--- src/rtl/aig_pkg.sv ---
package aig_pkg;
  localparam int MODE_W = 2;

  typedef enum logic [MODE_W-1:0] {
    MODE_ALL    = 2'd0,
    MODE_SINGLE = 2'd1
  } mode_e;
endpackage

--- src/rtl/aig_mode_regs.sv ---
module aig_mode_regs #(
  parameter int NUM_CLASS = 8,
  parameter int CLASS_W   = $clog2(NUM_CLASS)
) (
  input  logic                       clk_i,
  input  logic                       rst_ni,
  input  logic                       set_i,
  input  logic [CLASS_W-1:0]         set_class_i,
  input  logic [aig_pkg::MODE_W-1:0] set_code_i,
  input  logic [NUM_CLASS-1:0]       arm_i,
  output logic [NUM_CLASS-1:0]       single_o,
  output logic [NUM_CLASS-1:0]       noint_o,
  output logic                       err_o
);
  import aig_pkg::*;

  logic code_ok;
  assign code_ok = (set_code_i == MODE_ALL) || (set_code_i == MODE_SINGLE);
  assign err_o   = set_i && !code_ok;

  for (genvar c = 0; c < NUM_CLASS; c++) begin : g_cls
    logic wr;
    assign wr = set_i && code_ok && (set_class_i == CLASS_W'(c));

    // mode write outranks arming on the same subclass
    always_ff @(posedge clk_i or negedge rst_ni) begin
      if (!rst_ni) begin
        single_o[c] <= 1'b0;
        noint_o[c]  <= 1'b0;
      end else if (wr) begin
        single_o[c] <= (set_code_i == MODE_SINGLE);
        noint_o[c]  <= 1'b0;
      end else if (arm_i[c]) begin
        noint_o[c]  <= 1'b1;
      end
    end
  end
endmodule

--- src/rtl/aig_gate.sv ---
module aig_gate #(
  parameter int NUM_CLASS = 8,
  parameter int CLASS_W   = $clog2(NUM_CLASS),
  parameter int WORD_W    = 32,
  parameter int CLASS_LSB = 27,
  parameter int FLAG_BIT  = 31
) (
  input  logic                 inj_valid_i,
  input  logic [CLASS_W-1:0]   inj_class_i,
  input  logic                 inj_supp_i,
  input  logic [NUM_CLASS-1:0] single_i,
  input  logic [NUM_CLASS-1:0] noint_i,
  output logic                 fwd_o,
  output logic                 drop_o,
  output logic [NUM_CLASS-1:0] arm_o,
  output logic [WORD_W-1:0]    word_o
);
  assign drop_o = inj_valid_i && inj_supp_i && noint_i[inj_class_i];
  assign fwd_o  = inj_valid_i && !drop_o;

  for (genvar c = 0; c < NUM_CLASS; c++) begin : g_arm
    assign arm_o[c] = fwd_o && inj_supp_i && single_i[c]
                      && (inj_class_i == CLASS_W'(c));
  end

  always_comb begin
    word_o = WORD_W'(inj_class_i) << CLASS_LSB;
    word_o[FLAG_BIT] = 1'b1;
  end
endmodule

--- src/rtl/adapter_irq_gate.sv ---
module adapter_irq_gate #(
  parameter int NUM_CLASS = 8,
  parameter int CLASS_W   = $clog2(NUM_CLASS),
  parameter int TYPE_W    = 8,
  parameter int WORD_W    = 32,
  parameter int CLASS_LSB = 27,
  parameter int FLAG_BIT  = 31
) (
  input  logic                       clk_i,
  input  logic                       rst_ni,
  input  logic                       mode_set_i,
  input  logic [CLASS_W-1:0]         mode_class_i,
  input  logic [aig_pkg::MODE_W-1:0] mode_code_i,
  input  logic                       inj_valid_i,
  input  logic [TYPE_W-1:0]          inj_type_i,
  input  logic [CLASS_W-1:0]         inj_class_i,
  input  logic                       inj_supp_i,
  output logic                       irq_valid_o,
  output logic [WORD_W-1:0]          irq_word_o,
  output logic [TYPE_W-1:0]          irq_type_o,
  output logic                       suppressed_o,
  output logic                       mode_err_o,
  output logic [NUM_CLASS-1:0]       single_mask_o,
  output logic [NUM_CLASS-1:0]       noint_mask_o
);
  logic                 fwd, drop, err;
  logic [NUM_CLASS-1:0] arm;
  logic [WORD_W-1:0]    word;

  aig_gate #(
    .NUM_CLASS(NUM_CLASS), .CLASS_W(CLASS_W), .WORD_W(WORD_W),
    .CLASS_LSB(CLASS_LSB), .FLAG_BIT(FLAG_BIT)
  ) u_gate (
    .inj_valid_i(inj_valid_i),
    .inj_class_i(inj_class_i),
    .inj_supp_i (inj_supp_i),
    .single_i   (single_mask_o),
    .noint_i    (noint_mask_o),
    .fwd_o      (fwd),
    .drop_o     (drop),
    .arm_o      (arm),
    .word_o     (word)
  );

  aig_mode_regs #(.NUM_CLASS(NUM_CLASS), .CLASS_W(CLASS_W)) u_regs (
    .clk_i      (clk_i),
    .rst_ni     (rst_ni),
    .set_i      (mode_set_i),
    .set_class_i(mode_class_i),
    .set_code_i (mode_code_i),
    .arm_i      (arm),
    .single_o   (single_mask_o),
    .noint_o    (noint_mask_o),
    .err_o      (err)
  );

  always_ff @(posedge clk_i or negedge rst_ni) begin
    if (!rst_ni) begin
      irq_valid_o  <= 1'b0;
      irq_word_o   <= '0;
      irq_type_o   <= '0;
      suppressed_o <= 1'b0;
      mode_err_o   <= 1'b0;
    end else begin
      irq_valid_o  <= fwd;
      suppressed_o <= drop;
      mode_err_o   <= err;
      if (fwd) begin
        irq_word_o <= word;
        irq_type_o <= inj_type_i;
      end
    end
  end
endmodule

--- config.mk ---
export PLATFORM = sky130hd
export DESIGN_NAME = adapter_irq_gate
export DESIGN_NICKNAME = d
export VERILOG_FILES = /design/src/rtl/aig_pkg.sv /design/src/rtl/aig_mode_regs.sv /design/src/rtl/aig_gate.sv /design/src/rtl/adapter_irq_gate.sv
export SDC_FILE = /design/constraint.sdc
export NUM_CORES = 1
export LEC_CHECK = 0
export ABC_CLOCK_PERIOD_IN_PS = 2600
export CAP_MARGIN = 20
export CELL_PAD_IN_SITES_DETAIL_PLACEMENT = 0
export CELL_PAD_IN_SITES_GLOBAL_PLACEMENT = 1
export CORE_UTILIZATION = 33
export CTS_BUF_LIST = sky130_fd_sc_hd__clkbuf_4 sky130_fd_sc_hd__clkbuf_8
export CTS_CLUSTER_SIZE = 24
export DETAILED_ROUTE_END_ITERATION = 8
export HOLD_SLACK_MARGIN = 0.15
export PLACE_DENSITY_LB_ADDON = 0.05
export SLEW_MARGIN = 20
export SYNTH_ARGS = -nofsm -noshare
export SYNTH_HDL_FRONTEND = slang
export SYNTH_SLANG_ARGS = --single-unit
--- constraint.sdc ---
create_clock -name clk_i -period 2.6 [get_ports clk_i]
set_input_delay 0.52 -clock clk_i [delete_from_list [all_inputs] [get_ports clk_i]]
set_output_delay 0.52 -clock clk_i [all_outputs]
set_load 0.03 [all_outputs]
# Word-level counts from Yosys, hierarchy flattened
# Cells that the tools add are included.
dict set report classes {
  magnitude_cmp 1
  eq_ne 15
  mux 18
  n_reduce_logical 44
}
# cell n
set op_table {}
lappend op_table {{1-bit logical AND} 30}
lappend op_table {{3-bit == test, second input constant} 8}
lappend op_table {{1-bit 2-to-1 mux} 17}
lappend op_table {{2-bit nonzero test} 8}
lappend op_table {{3-bit by 2-bit == test with 1-bit output, second input constant} 4}
lappend op_table {{3-bit by 1-bit == test with 1-bit output, second input constant} 2}
lappend op_table {{3-bit logical NOT} 2}
lappend op_table {{3-bit by 4-bit less-than comparator with 1-bit output, second input constant} 1}
lappend op_table {{1-bit binary-select mux with 3-bit select} 1}
lappend op_table {{2-bit by 1-bit == test with 1-bit output, second input constant} 1}
lappend op_table {{1-bit logical NOT} 2}
lappend op_table {{2-bit logical NOT} 1}
lappend op_table {{1-bit logical OR} 1}
dict set report word_totals {
  reg_bits 31
  out_inout_bits 59
}

# Logic depth before layout (Yosys ltp)
dict set report depth {
  depth_word 10
  depth_mapped 6
  mapped_depth_nobuf 4
}

# By module
# A second synthesis with hierarchy kept.
dict set report unflattened {
  hier_cells 197
  area_unflattened_um2 2707.6
}
# mod n_inst cells_each area_per_inst_um2 seq_area_each_um2
set by_module_without_submodules {}
lappend by_module_without_submodules {adapter_irq_gate 1 87 1571.5 1076.0}
lappend by_module_without_submodules {aig_mode_regs 1 50 671.9 400.4}
lappend by_module_without_submodules {aig_gate 1 60 464.2 0.0}

# Least setup slack after synthesis
# Ideal clock, no wire load.
dict set report synth_path {
  path_type {input to register}
  from {input inj_class_i[0]}
  to {register irq_type_o[0]}
  arrival_ns 1.874
  required_time_ns 2.475
  path_slack_ns 0.601
  cell_stages 6
  n_path_buf 2
  path_cell_list {buf_6 -> mux4_2 -> mux2i_1 -> o21ai_2 -> buf_6 -> mux2_4}
}
dict set report synth_via {
  elab_chain_len 5
}
# element line_no
set synth_lines {}
lappend synth_lines {{start: declaration} adapter_irq_gate.sv:16} ;# input logic [CLASS_W-1:0] inj_class_i,
lappend synth_lines {{1-bit binary-select mux with 3-bit select} aig_gate.sv:18} ;# assign drop_o = inj_valid_i && inj_supp_i && noint_i[inj_class_i];
lappend synth_lines {{1-bit 2-to-1 mux (implied by the code)} aig_gate.sv:18}
lappend synth_lines {{1-bit logical AND} aig_gate.sv:18}
lappend synth_lines {{1-bit logical NOT} aig_gate.sv:19} ;# assign fwd_o = inj_valid_i && !drop_o;
lappend synth_lines {{1-bit logical AND} aig_gate.sv:19}
lappend synth_lines {{end signal: assignment} adapter_irq_gate.sv:70} ;# irq_type_o <= inj_type_i;
lappend synth_lines {{end: declaration} adapter_irq_gate.sv:20} ;# output logic [TYPE_W-1:0] irq_type_o,
# No other way between the ends. The select of a mux whose other input is x is not followed.
# A chain may end at the register's enable or synchronous reset.

# Worst setup path in the final report
dict set report layout_path {
  from {input inj_class_i[0]}
  to {register irq_type_o[5]}
}
# Same word-level chain as after synthesis.

==> impl_results.md <==
- Startpoint types: primary input
- Pwr dens: slightly below 700 nW/µm²
- Count of unique library cells instantiated by Yosys: 24
- CTS root buf: clkbuf_8
- DR iter-0 viols: 55
- Final ANT Viol Nets: 0
- Final GP Congestion: between 0.7 and 0.8
- Post-DP HPWL: 2480 µm
- IO buf count: 51
- CTS tree: done
- Die Wd: around 71 µm
- Hold buffer count at CTS: 0
- FF+latch count, synth: 31
- Slew HR: a little under half
- Vias in the first global route: 1078
- Vias: between 1000 and 1500
- TritonCTS buffer count: 5
- RSZ-0062 raised after global routing: false
- CP Capture Type: register
- Final Hold Fails: 0
- Sequential share of the synthesized area: 50.0%
- Diode count: 0
- Die ar.: between 4000 and 5000 µm²
- Max cap viols: 0
- GRT Total Usage: between 10% and 20%
- Cell Area, Synth: ~1600 µm²
- Die height: ~71 µm
- Final core utilization: 48.2%
- Hold WC Path Type: reg -> reg
- Initial Util: 34.9%
- Syn Inst Count: between 100 and 150
- Antenna violations before repair: 0
- Layout area overhead: 38.0%
- Synth area leaders: dfrtp_1, buf_4, mux2_2
- Yosys warning total: 0
- Inst Count DP: 232
- Wirelength per Cell: roughly 14 µm
- Top-Level Pins: 80
- Leakage: 0.975 nW
- Drt total wl: approximately 3300 µm
- Max Clock Freq: 414 MHz
- Post_cts resized: 0
- Row cnt: 24
- Final worst-path cycle share: 92.9%
- Leading area contributor after synthesis: dfrtp_1
- Clk sinks: 31
- Clock buffer depth: 2
- Average size of a mapped cell: between 10 and 15 µm²
- Most frequent cells in the layout: clkdlybuf4s50_1, dfrtp_1, conb_1
- GR Overflow Total: 0
- Worst Path Required: 2760 ps
- Layout cells sized above 1: between 10% and 20%
- Non-Filler Instances: between 200 and 250
- CP max FO: 13
- First-pass GRT wire length: between 5000 and 6000 µm
- Crit path time final: approximately 2400 ps
- Synth top area share: between 50% and 60%
- Fin nets: approximately 210
- DRC viols: 14
- Hold Path Stages: 1
- Postcts setup bufs: 0
- Commonest non-fill, non-tap cell in the layout: clkdlybuf4s50_1
- Worst vdd ir: between 0.2 and 0.3 mV
- Pins Over Slew Limit: 0
- Reg2Reg Depth: 4
- Clk pin slew, worst setup/hold paths: around 60 ps
- Failing checks: design-rule violations
- Setup violations, final: 0
- Largest net degree at the start of global routing: 32
- Worst Max-Slew Pin Slew: about 790 ps
- Outcome: finished, violations left
- Clk_lat worst skew: ~280 ps
- Skew final: around 7.7 ps
- Setup Crit Path Kind: in -> reg
- Arrival time at the worst endpoint: roughly 2600 ps
- DR vias/cell: around 4.5
- First-pass DRT Iterations: 6
- Core region area: between 4000 and 5000 µm²
- H-tree Lvls: 2
## final cells by class
class | count | area [µm²]
tap | 52 | 65.1
sequential | 31 | 776
multi-input combinational | 90 | 633
fill | 413 | 2300
timing repair buffer | 57 | 556
clock buffer | 8 | 104
inverter | 2 | 7.51
## flip-flops by register name (all words and copies together), names as in the netlist
name / count
irq_type_o: 8
irq_valid_o: 1
irq_word_o: 4
mode_err_o: 1
suppressed_o: 1
u_regs.noint_o: 8
u_regs.single_o: 8
## Yosys cell counts (all sizes together)
library cell / count
nand2: 7
clkbuf: 1
a31oi: 8
a41oi: 2
and2: 1
nor2b: 4
nor3b: 2
mux4: 2
and3b: 1
nor2: 3
o21ai: 1
buf: 30
or2b: 1
nand3: 2
and2b: 1
conb: 1
nor3: 1
mux2i: 1
inv: 2
a21oi: 6
mux2: 19
dfrtp: 31
## worst max-delay path, cell delays in order
cell and delay (ps):
clkdlybuf4s50_1 510, mux4_2 390, mux2i_1 100, o21ai_2 630
mux2_2 410
## stage by stage
stage	TNS, ps	total power, W	setup WS, ps	hold WS, ps	instance area (µm²)
after detailed placement	-942	0.00108	-133	449	2040
after global routing	0	0.00157	45.0	494	2140
final	0	0.00149	185	460	2140
after floorplan	0	0.000912	601	224	1650
after global placement	-577	0.00108	-87.0	460	2040
after CTS	0	0.00151	150	466	2140
## cell families (layout without fill, tap and decap cells)
kind of cell	after synthesis	count (layout)	share of synthesized area, %
buf+inv	33	67	15.7
simple gates	23	23	7.90
other cells	1	28	0.242
compound gates	17	17	6.86
flops	31	31	50.0
mux	22	22	19.3
## power breakdown
group | internal [W] | leakage (nW) | total (W) | switching, W
logic | 0.000207 | 0.531 | 0.000480 | 0.000272
clock network | 0.000252 | 0.0549 | 0.000419 | 0.000167
registers | 0.000544 | 0.389 | 0.000590 | 0.0000459
total | 0.00100 | 0.975 | 0.00149 | 0.000486
## path summary, 6_finish.rpt
kind                                      to               from  slack (ps)
min in group asynchronous  u_regs.noint_o[0]             rst_ni         630
max                            irq_type_o[5]     inj_class_i[0]         180
max reg2reg                    irq_type_o[5]  u_regs.noint_o[4]         670
max in group asynchronous      irq_type_o[0]             rst_ni        1680
min reg2reg                   irq_word_o[31]     irq_word_o[31]         460
min                           irq_word_o[31]     irq_word_o[31]         460
## layer usage
| metal | track usage, % | up-vias | routed length, µm |
|---|---|---|---|
| met5 | 0 | - | 0 |
| met2 | 22.1 | 50 | 1650 |
| met3 | 5.56 | 5 | 234 |
| li1 | - | 503 | - |
| met4 | 4.67 | 0 | 32 |
| met1 | 16.9 | 522 | 1380 |
Power figures use the tool's default switching activity.
